`src/rtl/mtx_pkg.sv`:
```
package mtx_pkg;

    typedef enum logic [1:0] {
        CMD_NONE    = 2'd0,
        CMD_LOCK    = 2'd1,
        CMD_RELEASE = 2'd2,
        CMD_ACCEPT  = 2'd3
    } mtx_cmd_e;

    typedef enum logic [2:0] {
        ST_NONE  = 3'd0,
        ST_GRANT = 3'd1,
        ST_BUSY  = 3'd2,
        ST_PEND  = 3'd3,
        ST_ERR   = 3'd4
    } mtx_status_e;

    typedef enum logic [1:0] {
        ACT_NONE    = 2'd0,
        ACT_TAKE    = 2'd1,
        ACT_FREE    = 2'd2,
        ACT_HANDOFF = 2'd3
    } mtx_action_e;

    typedef struct packed {
        mtx_status_e status;
        mtx_action_e act;
    } mtx_decision_t;

    // Outcome of one command given the selected entry and requester state.
    function automatic mtx_decision_t mtx_decide(
        input mtx_cmd_e cmd,
        input logic     enabled,
        input logic     locked,
        input logic     mine,
        input logic     req_holds,
        input logic     have_waiter
    );
        mtx_decision_t d;
        d.status = ST_NONE;
        d.act    = ACT_NONE;
        if (cmd != CMD_NONE) begin
            if (!enabled) begin
                d.status = ST_ERR;
            end else if (cmd == CMD_RELEASE) begin
                if (!locked || !mine) begin
                    d.status = ST_ERR;
                end else begin
                    d.status = ST_GRANT;
                    d.act    = have_waiter ? ACT_HANDOFF : ACT_FREE;
                end
            end else begin
                if (req_holds) begin
                    d.status = ST_BUSY;
                end else if (locked) begin
                    d.status = (cmd == CMD_LOCK) ? ST_PEND : ST_BUSY;
                end else begin
                    d.status = ST_GRANT;
                    d.act    = ACT_TAKE;
                end
            end
        end
        return d;
    endfunction

endpackage

```
`src/rtl/mtx_holds.sv`:
```
module mtx_holds #(
    parameter int NCTX = 4,
    parameter int NMUX = 4,
    parameter int CW   = 2
) (
    input  logic [NMUX-1:0]    lock_i,
    input  logic [NMUX*CW-1:0] owner_i,
    output logic [NCTX-1:0]    held_o
);
    // Flag every context that appears as owner of a locked entry.
    always_comb begin
        held_o = '0;
        for (int m = 0; m < NMUX; m++) begin
            if (lock_i[m]) begin
                held_o[owner_i[m*CW +: CW]] = 1'b1;
            end
        end
    end
endmodule

```
`src/rtl/mtx_arbiter.sv`:
```
module mtx_arbiter #(
    parameter int NCTX = 4,
    parameter int PRIW = 2,
    parameter int CW   = 2
) (
    input  logic [NCTX-1:0]      cand_i,
    input  logic [NCTX*PRIW-1:0] prio_i,
    output logic                 any_o,
    output logic [CW-1:0]        sel_o,
    output logic [NCTX-1:0]      grant_o
);
    logic [PRIW-1:0] best;

    // Lowest priority value wins; strict compare keeps ties at lower index.
    always_comb begin
        any_o = 1'b0;
        sel_o = '0;
        best  = '0;
        for (int c = 0; c < NCTX; c++) begin
            if (cand_i[c] && (!any_o || prio_i[c*PRIW +: PRIW] < best)) begin
                any_o = 1'b1;
                sel_o = CW'(c);
                best  = prio_i[c*PRIW +: PRIW];
            end
        end
    end

    always_comb begin
        grant_o = '0;
        if (any_o) begin
            grant_o[sel_o] = 1'b1;
        end
    end
endmodule

```
`src/rtl/mtx_file.sv`:
```
module mtx_file
    import mtx_pkg::*;
#(
    parameter int NCTX = 4,
    parameter int NMUX = 4,
    parameter int PRIW = 2,
    localparam int CW  = (NCTX > 1) ? $clog2(NCTX) : 1,
    localparam int MW  = (NMUX > 1) ? $clog2(NMUX) : 1
) (
    input  logic                 clk_i,
    input  logic                 rst_i,
    input  logic [1:0]           cmd_i,
    input  logic [MW-1:0]        idx_i,
    input  logic [CW-1:0]        req_i,
    input  logic                 inhibit_i,
    input  logic [NMUX-1:0]      mask_i,
    input  logic [NCTX*NMUX-1:0] wait_i,
    input  logic [NCTX*PRIW-1:0] prio_i,
    output logic [2:0]           status_o,
    output logic [NCTX-1:0]      wake_o,
    input  logic [MW-1:0]        rd_idx_i,
    output logic                 rd_lock_o,
    output logic [CW-1:0]        rd_owner_o
);
    logic [NMUX-1:0]    lock_q;
    logic [NMUX*CW-1:0] owner_q;
    mtx_status_e        status_q;
    logic [NCTX-1:0]    wake_q;

    logic [NCTX-1:0]    held;
    logic [NCTX-1:0]    wait_col;
    logic [NCTX-1:0]    cand;
    logic               any_waiter;
    logic [CW-1:0]      win_sel;
    logic [NCTX-1:0]    win_vec;
    logic [CW-1:0]      cur_owner;
    mtx_decision_t      dec;

    mtx_holds #(.NCTX(NCTX), .NMUX(NMUX), .CW(CW)) u_holds (
        .lock_i  (lock_q),
        .owner_i (owner_q),
        .held_o  (held)
    );

    // Associative search: column of every context's wait vector at idx_i.
    for (genvar g = 0; g < NCTX; g++) begin : g_col
        assign wait_col[g] = wait_i[g*NMUX + int'(idx_i)];
    end

    assign cand = wait_col & ~held;

    mtx_arbiter #(.NCTX(NCTX), .PRIW(PRIW), .CW(CW)) u_arb (
        .cand_i  (cand),
        .prio_i  (prio_i),
        .any_o   (any_waiter),
        .sel_o   (win_sel),
        .grant_o (win_vec)
    );

    assign cur_owner = owner_q[idx_i*CW +: CW];

    always_comb begin
        dec = mtx_decide(inhibit_i ? CMD_NONE : mtx_cmd_e'(cmd_i),
                         mask_i[idx_i], lock_q[idx_i],
                         cur_owner == req_i, held[req_i], any_waiter);
    end

    always_ff @(posedge clk_i) begin
        if (rst_i) begin
            lock_q   <= '0;
            owner_q  <= '0;
            status_q <= ST_NONE;
            wake_q   <= '0;
        end else begin
            status_q <= dec.status;
            wake_q   <= '0;
            case (dec.act)
                ACT_TAKE: begin
                    lock_q[idx_i]              <= 1'b1;
                    owner_q[idx_i*CW +: CW]    <= req_i;
                end
                ACT_FREE: begin
                    lock_q[idx_i]              <= 1'b0;
                    owner_q[idx_i*CW +: CW]    <= '0;
                end
                ACT_HANDOFF: begin
                    owner_q[idx_i*CW +: CW]    <= win_sel;
                    wake_q                     <= win_vec;
                end
                default: ;
            endcase
        end
    end

    assign status_o   = status_q;
    assign wake_o     = wake_q;
    assign rd_lock_o  = lock_q[rd_idx_i];
    assign rd_owner_o = owner_q[rd_idx_i*CW +: CW];

endmodule

```
`config.mk`:
```
export PLATFORM = sky130hd
export DESIGN_NAME = mtx_file
export DESIGN_NICKNAME = d
export VERILOG_FILES = /design/src/rtl/mtx_pkg.sv /design/src/rtl/mtx_holds.sv /design/src/rtl/mtx_arbiter.sv /design/src/rtl/mtx_file.sv
export SDC_FILE = /design/constraint.sdc
export NUM_CORES = 1
export LEC_CHECK = 0
export BUFFER_PORTS_ARGS = -buffer_cell sky130_fd_sc_hd__buf_2
export CORE_MARGIN = 3
export CORE_UTILIZATION = 55
export DETAILED_ROUTE_END_ITERATION = 8
export PLACE_DENSITY_LB_ADDON = 0.2
export SLEW_MARGIN = 20
export SYNTH_ARGS = -nofsm -noshare
export SYNTH_HDL_FRONTEND = slang
export SYNTH_SLANG_ARGS = --single-unit
```
`constraint.sdc`:
```
create_clock -name clk_i -period 15.49 [get_ports clk_i]
set_input_delay 4.647 -clock clk_i [delete_from_list [all_inputs] [get_ports clk_i]]
set_output_delay 4.647 -clock clk_i [all_outputs]
set_load 0.1 [all_outputs]
```
* Word level (Yosys, flattened, before mapping)
Index checks and enable logic that the tools add are counted.
** Operators by class
- Add/sub/neg operators :: 4
- Order comparisons :: 21
- Equal/unequal tests :: 6
- Shifts and indexed selects :: 6
- Multiplexer cells :: 63
- Bitwise logic cells :: 12
- Reduce and logical (&&, ||, !) cells :: 24
** Operators with widths (count)
- 2-bit by 34-bit variable part select with 8-bit output :: 2
- 3-bit negator with 34-bit output :: 1
- 2-bit by 34-bit variable shift with 8-bit output, first input constant :: 1
- 2-bit by 34-bit variable part select with 8-bit output, first input constant :: 1
- 1-bit 2-to-1 mux :: 26
- 8-bit bitwise mux :: 3
- 2-bit by 3-bit less-than comparator with 1-bit output, second input constant :: 8
- 8-bit case mux with 3 select lines :: 1
- 2-bit 2-to-1 mux :: 11
- 4-bit 2-to-1 mux :: 4
- 4-bit OR :: 4
- 8-bit by 4-bit variable part select with 2-bit output :: 2
- 1-bit binary-select mux with 4-bit select :: 3
- 1-bit demux with 2-bit select :: 6
- 2-bit by 1-bit >= comparator with 1-bit output, second input constant :: 6
- 4-bit by 2-bit adder with 5-bit output, first input constant :: 2
- 1-bit binary-select mux with 2-bit select :: 5
- 5-bit less-than comparator, second input constant :: 2
- 1-bit logical AND :: 9
- 4-bit bitwise AND :: 2
- 4-bit inverter :: 2
- 4-bit case mux with 2 select lines :: 1
- 2-bit == test, second input constant :: 3
- 2-bit less-than comparator :: 3
- other kinds (14) :: 28
** Storage, ports and cells
- Bits in registers :: 19
- Input bits :: 39
- Output and inout port bits :: 10
- Word-level logic and storage cells :: 141

* Longest topological paths before layout
Gate-level depths: netlist (run 1).
- Word-level depth :: 34
- Depth in mapped cells :: 21
- Depth with buffers taken out :: 20

* Cells and area by module
A second synthesis (run 1) with hierarchy kept.
** Second synthesis, totals
- Cells, all modules :: 193
- Area total of the unflattened synthesis :: 1821.7 µm²
** Modules (own cells, without submodules)
- mtx_file :: times used 1, cells each 130, area each 1351.3 µm²
- mtx_arbiter :: times used 1, cells each 42, area each 339.1 µm²
- mtx_holds :: times used 1, cells each 21, area each 131.4 µm²

* Least setup slack after synthesis (run 1)
Ideal clock, no wire load.
- Path kind :: in2out
- Start :: in rd_idx_i[0]
- End :: out rd_owner_o[0]
- Arrival :: 5620 ps
- Required time :: 10843 ps
- Slack :: 5223 ps
- Cell stages on the path :: 1
- Cell sequence :: mux4_1
** Between the ends
- Cells in the longest elaborated chain, start to end :: 1
** RTL lines
- start: declaration :: line mtx_file.sv:21 : input logic [MW-1:0] rd_idx_i,
- 8-bit by 4-bit variable part select with 2-bit output :: line mtx_file.sv:98 : assign rd_owner_o = owner_q[rd_idx_i*CW +: CW];
- end: declaration :: line mtx_file.sv:23 : output logic [CW-1:0] rd_owner_o
Every way passes these cells.

* Final worst setup path (run 1)
Same ends and word-level chain as after synthesis.

==> report_table.html, run 1 <==
<table>
<tr><th>Metric</th><th>Value</th></tr>
<tr><th colspan="2">Worst setup path</th></tr>
<tr><td>CP required</td><td>about 11000 ps</td></tr>
<tr><td>Most repeated library cell on the critical path</td><td>buf_2</td></tr>
<tr><td>Largest fanout of any net on the critical path</td><td>3</td></tr>
<tr><td>Critical path class</td><td>in2out</td></tr>
<tr><td>Worst-path cell with the longest stage delay</td><td>mux4_1</td></tr>
<tr><td>CP Buf/Inv Count</td><td>2</td></tr>
<tr><td>Critical path arrival</td><td>approximately 5600 ps</td></tr>
<tr><td>Endpoint class of the critical path</td><td>primary output</td></tr>
<tr><td>Sort of element at the start of the critical path</td><td>input pin</td></tr>
<tr><td>Cell type group with the largest total delay on the critical path</td><td>multiplexers</td></tr>
<tr><td>Worst-path cell chain</td><td>buf_2, mux4_1, buf_2</td></tr>
<tr><td>Reg2reg setup slack</td><td>10160 ps</td></tr>
<tr><td>Path depth of the worst reg2reg path</td><td>20</td></tr>
<tr><td>Largest stage delay on the critical path</td><td>540 ps</td></tr>
<tr><th colspan="2">Placed design</th></tr>
<tr><td>Post-DP HPWL</td><td>between 3 and 4 mm</td></tr>
<tr><td>Routability congestion estimate</td><td>0.862</td></tr>
<tr><td>Post-placement worst setup slack</td><td>5220 ps</td></tr>
<tr><td>Port-buffer cells</td><td>between 40 and 50</td></tr>
<tr><td>Placed inst area</td><td>between 2000 and 2500 µm²</td></tr>
<tr><td>Placed cell count</td><td>between 300 and 400</td></tr>
<tr><th colspan="2">Finish</th></tr>
<tr><td>Commonest cells after routing, fill and taps aside</td><td>buf_2 (48), nor2_1 (38), dfxtp_1 (19)</td></tr>
<tr><td>Count of filler cells inserted in the layout</td><td>between 200 and 300</td></tr>
<tr><td>Sequential cell area</td><td>380 µm²</td></tr>
<tr><td>Final-stage net count</td><td>between 300 and 400</td></tr>
<tr><td>Share of layout cells above drive strength 1</td><td>27.8%</td></tr>
<tr><td>Synth-to-layout area growth</td><td>14.1%</td></tr>
<tr><td>Non-Filler Instances</td><td>310</td></tr>
<tr><td>Non-Filler Cell Area, Final</td><td>2210 µm²</td></tr>
<tr><td>Antenna diode instance count</td><td>0</td></tr>
<tr><td>Most common cell after layout, fill and taps aside</td><td>buf_2</td></tr>
<tr><td>Area taken by multi-input logic gates</td><td>~1500 µm²</td></tr>
<tr><th colspan="2">Yosys</th></tr>
<tr><td>Multiplexer fraction of the synthesized cell area</td><td>about 15%</td></tr>
<tr><td>Mean instance size in the synthesized netlist</td><td>around 8.6 µm²</td></tr>
<tr><td>Synth Net Count</td><td>approximately 280</td></tr>
<tr><td>Post-synthesis cell type count</td><td>between 50 and 60</td></tr>
<tr><td>Post-synthesis instance total</td><td>224</td></tr>
<tr><td>Share of synthesized cell area in full adder, half adder and majority cells</td><td>under 10%</td></tr>
<tr><td>Ys flop type</td><td>dfxtp_1</td></tr>
<tr><td>XOR/XNOR share of the synthesized area</td><td>less than 1%</td></tr>
<tr><td>Simple-gate portion of the synthesized area</td><td>29.0%</td></tr>
<tr><td>Synthesis warning total</td><td>0</td></tr>
<tr><td>Sequential cell area fraction in the yosys report</td><td>between 10% and 20%</td></tr>
<tr><td>Netlist area before placement</td><td>roughly 1900 µm²</td></tr>
<tr><td>Post-synthesis compound-gate area fraction</td><td>a little under a quarter</td></tr>
<tr><td>Async S/R FF share, synth</td><td>0%</td></tr>
<tr><td>Seq cells post-synth</td><td>19</td></tr>
<tr><td>Largest family of logic cells by synthesized area</td><td>simple AND/OR/NAND/NOR gates</td></tr>
<tr><td>Number of enable-type register cells in the synthesized netlist</td><td>0</td></tr>
<tr><th colspan="2">Clock network</th></tr>
<tr><td>TritonCTS clock tree</td><td>done</td></tr>
<tr><td>Post-cts hold buffer count</td><td>0</td></tr>
<tr><td>Number of buffers added by the clock tree synthesis step</td><td>3</td></tr>
<tr><td>Root Driver</td><td>clkbuf_4</td></tr>
<tr><td>Max clock buf depth</td><td>2</td></tr>
<tr><td>Clock insertion delay at the later pin of the skew report</td><td>around 310 ps</td></tr>
<tr><td>H-Tree Level Count</td><td>1</td></tr>
<tr><td>Sink Count</td><td>19</td></tr>
<tr><td># resized after CTS</td><td>0</td></tr>
<tr><td>Reg clk slew, reported paths</td><td>approximately 120 ps</td></tr>
<tr><td>Post-CTS setup repair buffer count</td><td>0</td></tr>
<tr><th colspan="2">Power and ir drop</th></tr>
<tr><td>Worst vdd rail ir drop</td><td>roughly 0.029 mV</td></tr>
<tr><td>PD cells</td><td>around 58 nW/µm²</td></tr>
<tr><td>Post-layout power</td><td>between 0.0001 and 0.00015 W</td></tr>
<tr><td>Leak</td><td>~0.91 nW</td></tr>
<tr><th colspan="2">Floorplan</th></tr>
<tr><td>Vertical die dimension</td><td>65.3 µm</td></tr>
<tr><td>Core outline area</td><td>roughly 3200 µm²</td></tr>
<tr><td>Floorplan row count</td><td>20</td></tr>
<tr><td>Total die area</td><td>4260 µm²</td></tr>
<tr><td>Ports placed on the boundary</td><td>between 40 and 50</td></tr>
<tr><td>Die Wd</td><td>~65 µm</td></tr>
<tr><td>Effective utilization at floorplan</td><td>roughly three fifths</td></tr>
<tr><th colspan="2">Detailed routing</th></tr>
<tr><td>Vias per cell</td><td>6.03</td></tr>
<tr><td>Pre-antenna DRT Iters</td><td>4</td></tr>
<tr><td>Number of DRC violations after detailed routing</td><td>0</td></tr>
<tr><td>Total wire length after detailed routing</td><td>4.64 mm</td></tr>
<tr><td>Per-cell routed wire length</td><td>15.0 µm</td></tr>
<tr><td>Number of DRC markers in iteration 0</td><td>about 190</td></tr>
<tr><td>Total number of vias</td><td>roughly 1900</td></tr>
<tr><td>Antenna-violating nets left</td><td>0</td></tr>
<tr><th colspan="2">Global route</th></tr>
<tr><td>Pin count of the biggest net entering global routing</td><td>19</td></tr>
<tr><td>Global-route wire length before repair</td><td>between 7 and 8 mm</td></tr>
<tr><td>Tot GR Track Use</td><td>around a quarter</td></tr>
<tr><td>Vias in the first global route</td><td>1785</td></tr>
<tr><td>Initial antenna violation count</td><td>0</td></tr>
<tr><td>Aggregate global routing overflow</td><td>0</td></tr>
<tr><th colspan="2">Timing</th></tr>
<tr><td>Worst-case setup margin in the final layout</td><td>about 5200 ps</td></tr>
<tr><td>Unrepaired setup endpoints after global routing</td><td>no</td></tr>
<tr><td>Transition time of the tightest slew-check pin</td><td>623 ps</td></tr>
<tr><td>Total Neg Setup Slack</td><td>0 ps</td></tr>
<tr><td>Final setup violating endpoints</td><td>0</td></tr>
<tr><td>Minimum period implied by the final worst setup slack</td><td>about 10000 ps</td></tr>
<tr><td>Final hold violation count</td><td>0</td></tr>
<tr><td>Rel. slew slack</td><td>around 58%</td></tr>
<tr><td>Maximum frequency from static timing analysis</td><td>97.5 MHz</td></tr>
<tr><td>Max-slew violation count</td><td>0</td></tr>
<tr><td>Largest clock skew in the final design</td><td>11.1 ps</td></tr>
<tr><td>Crit share post-route</td><td>between 60 and 70%</td></tr>
<tr><th colspan="2">Outcome</th></tr>
<tr><td>Run status</td><td>finished clean</td></tr>
<tr><th colspan="2">Min path</th></tr>
<tr><td>Min-Delay Path Depth</td><td>2</td></tr>
<tr><td>Worst hold-check path type</td><td>reg2reg</td></tr>
<tr><th colspan="2">Flow run</th></tr>
<tr><td>Max-Cap Viols</td><td>0</td></tr>
</table>
==> synthesized netlist by cell type (6+ instances only) <==
master | count | area share, %
a21oi_1 | 14 | 3.6
dfxtp_1 | 19 | 20
inv_1 | 9 | 1.7
nand3_1 | 8 | 2.1
nor2b_1 | 7 | 2.3
clkbuf_1 | 6 | 1.2
o21ai_1 | 9 | 2.3
mux4_2 | 8 | 9.3
ha_1 | 13 | 8.4
nor2_1 | 38 | 7.4
nand3b_1 | 8 | 3.1
a211oi_1 | 10 | 3.9
==> metal layers <==
metal  vias up  track usage [%]  share of wire [%]
met5         -                0                  0
met4         0             7.51               0.41
met3         2             4.79                 10
met2        86             39.3                 47
met1       846             29.8                 43
li1        934                -                  -
==> worst register-to-register path, cell delays in order, from the launching register on <==
cell	delay, ps
dfxtp_1	540
nor3b_1	130
nor4_4	440
and2_1	210
nand2_1	70
ha_1	290
a21boi_0	130
o21ai_1	160
nand3_2	200
mux2i_1	270
ha_1	260
nor2_1	190
o31a_1	170
o41a_1	510
mux2_1	380
ha_1	200
nor2_1	180
a31oi_1	180
a31oi_4	340
o21ai_1	100
a211oi_1	290
==> how the worst max path moves through the flow <==
| stage | startpoint | to | slack, ps | cells past startpoint |
|---|---|---|---|---|
| 6_report | rd_idx_i[0] | rd_owner_o[0] | 5230 | 3 |
| 5_1_grt | rd_idx_i[0] | rd_owner_o[0] | 5200 | 3 |
| 4_1_cts | rd_idx_i[0] | rd_owner_o[0] | 5220 | 3 |
| 3_5_place_dp | rd_idx_i[0] | rd_owner_o[0] | 5220 | 3 |
| 3_3_place_gp | rd_idx_i[0] | rd_owner_o[0] | 5240 | 3 |
| 2_1_floorplan | rd_idx_i[0] | rd_owner_o[0] | 5220 | 1 |
==> report_power, final <==
group          switching, W  internal (W)  leakage (nW)
Clock             0.0000167     0.0000100        0.0150
Combinational     0.0000297     0.0000206         0.745
Sequential       0.00000164     0.0000499         0.154
==> final cells by class <==
cell class	count	area share (%)
Inverter	10	1.70
Tap cell	44	2.49
Timing Repair Buffer	48	10.9
Clock buffer	4	1.19
Multi-Input combinational cell	185	66.5
Sequential cell	19	17.2
==> through the flow <==
stage | utilization (%) | hold WS (ps)
2_1_floorplan | - | 527
6_report | 68.9 | 594
4_1_cts | 68.9 | 599
3_5_place_dp | 68.1 | 583
5_1_grt | 68.9 | 641
3_3_place_gp | 68.1 | 568
==> cells by family after synthesis <==
kind of cell,count (synthesis)
flip-flops,19
AO/OA/AOI/OAI,59
buffers and inverters,20
multiplexers,15
adder cells (fa/ha/maj),13
AND/OR/NAND/NOR,96
XOR/XNOR,2
Power figures use the tool's default switching activity.
==> run 2, diff against run 1 <==
Settings changed: CORE_UTILIZATION 55 to 54.
Clock period 15.49 ns to 9.72 ns, I/O delays scaled along.
==> report_table.html, run 2 (same netlist as run 1, synthesis figures left out) <==
<table>
<tr><th>Metric</th><th>Value</th></tr>
<tr><th colspan="2">Outcome</th></tr>
<tr><td>Run status</td><td>finished clean</td></tr>
<tr><th colspan="2">Timing</th></tr>
<tr><td>Largest clock skew in the final design</td><td>between 10 and 15 ps</td></tr>
<tr><td>Minimum period implied by the final worst setup slack</td><td>between 7000 and 8000 ps</td></tr>
<tr><td>Transition time of the tightest slew-check pin</td><td>approximately 540 ps</td></tr>
<tr><td>Final setup violating endpoints</td><td>0</td></tr>
<tr><td>Rel. slew slack</td><td>about 64%</td></tr>
<tr><td>Max-slew violation count</td><td>0</td></tr>
<tr><td>Worst-case setup margin in the final layout</td><td>approximately 2200 ps</td></tr>
<tr><td>Final hold violation count</td><td>0</td></tr>
<tr><td>Maximum frequency from static timing analysis</td><td>~130 MHz</td></tr>
<tr><td>Unrepaired setup endpoints after global routing</td><td>no</td></tr>
<tr><td>Total Neg Setup Slack</td><td>0 ps</td></tr>
<tr><td>Crit share post-route</td><td>77.4%</td></tr>
<tr><th colspan="2">Finish</th></tr>
<tr><td>Final design utilization</td><td>65.2%</td></tr>
<tr><td>Commonest cells after routing, fill and taps aside</td><td>buf_2 (48), nor2_1 (38), dfxtp_1 (19)</td></tr>
<tr><td>Most common cell after layout, fill and taps aside</td><td>buf_2</td></tr>
<tr><td>Antenna diode instance count</td><td>0</td></tr>
<tr><td>Final-stage net count</td><td>around 320</td></tr>
<tr><td>Synth-to-layout area growth</td><td>14.3%</td></tr>
<tr><td>Share of layout cells above drive strength 1</td><td>28.2%</td></tr>
<tr><th colspan="2">Flow run</th></tr>
<tr><td>Max-Cap Viols</td><td>0</td></tr>
<tr><th colspan="2">Worst setup path</th></tr>
<tr><td>Largest stage delay on the critical path</td><td>roughly 620 ps</td></tr>
<tr><td>Worst-path cell with the longest stage delay</td><td>mux4_2</td></tr>
<tr><td>Worst-path cell chain</td><td>buf_2, mux4_2, and2_1, nand2_1, ha_1, a21boi_0, o21ai_1, nand3_2, mux2i_1, ha_1, nor2_1, o31a_1, o41a_1, mux2_1, ha_1, nor2_1, a31oi_1, a31oi_4, o21ai_1, a211oi_2</td></tr>
<tr><td>Most repeated library cell on the critical path</td><td>ha_1</td></tr>
<tr><td>Largest fanout of any net on the critical path</td><td>17</td></tr>
<tr><td>Critical path class</td><td>in2reg</td></tr>
<tr><td>Sort of element at the start of the critical path</td><td>input pin</td></tr>
<tr><td>CP required</td><td>9950 ps</td></tr>
<tr><td>Critical path arrival</td><td>between 7000 and 8000 ps</td></tr>
<tr><td>Endpoint class of the critical path</td><td>flip-flop</td></tr>
<tr><th colspan="2">Detailed routing</th></tr>
<tr><td>Pre-antenna DRT Iters</td><td>4</td></tr>
<tr><td>Antenna-violating nets left</td><td>0</td></tr>
<tr><td>Total number of vias</td><td>1901</td></tr>
<tr><td>Vias per cell</td><td>roughly 6.1</td></tr>
<tr><td>Per-cell routed wire length</td><td>15.3 µm</td></tr>
<tr><td>Total wire length after detailed routing</td><td>between 4 and 5 mm</td></tr>
<tr><td>Number of DRC markers in iteration 0</td><td>138</td></tr>
<tr><td>Number of DRC violations after detailed routing</td><td>0</td></tr>
<tr><th colspan="2">Clock network</th></tr>
<tr><td>Max clock buf depth</td><td>2</td></tr>
<tr><td>Number of buffers added by the clock tree synthesis step</td><td>3</td></tr>
<tr><td>Clock insertion delay at the later pin of the skew report</td><td>~310 ps</td></tr>
<tr><td>Sink Count</td><td>19</td></tr>
<tr><td>Reg clk slew, reported paths</td><td>approximately 110 ps</td></tr>
<tr><td>Post-cts hold buffer count</td><td>0</td></tr>
<tr><td>H-Tree Level Count</td><td>1</td></tr>
<tr><td>Post-CTS setup repair buffer count</td><td>0</td></tr>
<tr><td>Root Driver</td><td>clkbuf_4</td></tr>
<tr><td># resized after CTS</td><td>0</td></tr>
<tr><td>TritonCTS clock tree</td><td>done</td></tr>
<tr><th colspan="2">Power and ir drop</th></tr>
<tr><td>Leak</td><td>roughly 0.92 nW</td></tr>
<tr><td>Worst vdd rail ir drop</td><td>around 0.051 mV</td></tr>
<tr><td>PD cells</td><td>roughly 90 nW/µm²</td></tr>
<tr><th colspan="2">Global route</th></tr>
<tr><td>Tot GR Track Use</td><td>about a quarter</td></tr>
<tr><td>Global-route wire length before repair</td><td>8.10 mm</td></tr>
<tr><td>Global route hottest layer</td><td>met2</td></tr>
<tr><td>Met3 global-route usage</td><td>a little under 3%</td></tr>
<tr><td>GRT met1 Usage</td><td>29.8%</td></tr>
<tr><td>Aggregate global routing overflow</td><td>0</td></tr>
<tr><td>Pin count of the biggest net entering global routing</td><td>19</td></tr>
<tr><td>Met2 capacity usage during global routing</td><td>a little over two fifths</td></tr>
<tr><td>Initial antenna violation count</td><td>0</td></tr>
<tr><td>Vias in the first global route</td><td>roughly 1700</td></tr>
<tr><th colspan="2">Floorplan</th></tr>
<tr><td>Total die area</td><td>roughly 4300 µm²</td></tr>
<tr><td>Floorplan row count</td><td>21</td></tr>
<tr><td>Vertical die dimension</td><td>roughly 66 µm</td></tr>
<tr><td>Die Wd</td><td>about 66 µm</td></tr>
<tr><td>Effective utilization at floorplan</td><td>about 57%</td></tr>
<tr><td>Ports placed on the boundary</td><td>between 40 and 50</td></tr>
<tr><td>Core outline area</td><td>~3400 µm²</td></tr>
<tr><th colspan="2">Placed design</th></tr>
<tr><td>Port-buffer cells</td><td>48</td></tr>
<tr><td>Routability congestion estimate</td><td>~0.86</td></tr>
<tr><td>Post-placement worst setup slack</td><td>roughly 1900 ps</td></tr>
<tr><td>Post-DP HPWL</td><td>approximately 3.8 mm</td></tr>
<tr><th colspan="2">Min path</th></tr>
<tr><td>Worst hold-check path type</td><td>reg2reg</td></tr>
</table>
==> run 2: changes by cell type in the layout (fill, tap and decap cells not counted), sizes merged <==
cell,delta
clkinv,+1
clkbuf,-1
==> run 2: final cells by class <==
type / instances / area [µm²]
clock buffer: 3 / 22.5
clock inverter: 1 / 5.00
fill: 306 / 1180
inverter: 10 / 37.5
multi-input combinational: 185 / 1470
sequential: 19 / 380
tap: 46 / 57.6
timing repair buffer: 48 / 240
==> run 2: power breakdown <==
group | internal (W) | switching, W | leakage, nW
clock network | 0.0000153 | 0.0000272 | 0.0177
logic | 0.0000327 | 0.0000475 | 0.745
registers | 0.0000795 | 0.00000265 | 0.154
==> run 2: metal layers <==
metal  wire [µm]  vias to the layer above
met5           0                        -
met4          19                        0
met3         300                        4
met2        2420                       74
met1        2040                      890
li1            -                      933
==> run 2: final timing paths <==
| kind | startpoint | end | slack, ps | cells past startpoint |
|---|---|---|---|---|
| worst max-delay path | idx_i[0] | flip-flop | 2200 | 20 |
| worst min-delay path | flip-flop | flip-flop | 590 | 2 |
| worst max register to register | flip-flop | flip-flop | 4600 | 20 |
| worst min register to register | flip-flop | flip-flop | 590 | 2 |
==> run 2: through the flow <==
stage / cell area (µm²) / total power (W) / hold slack [ps] / instances
after floorplan: 1930 / 0.000145 / 527 / 224
after global placement: 2180 / 0.000162 / 574 / 308
after detailed placement: 2180 / 0.000164 / 577 / 308
after CTS: 2210 / 0.000204 / 593 / 312
after global routing: 2210 / 0.000218 / 641 / 312
final: 2210 / 0.000205 / 595 / 312
==> run 2: critical path: cells and delay by family <==
kind,cells,cell delay [ps]
buffers and inverters,1,340
AO/OA/AOI/OAI,8,1750
multiplexers,3,1220
AND/OR/NAND/NOR,5,830
adder cells (fa/ha/maj),3,690
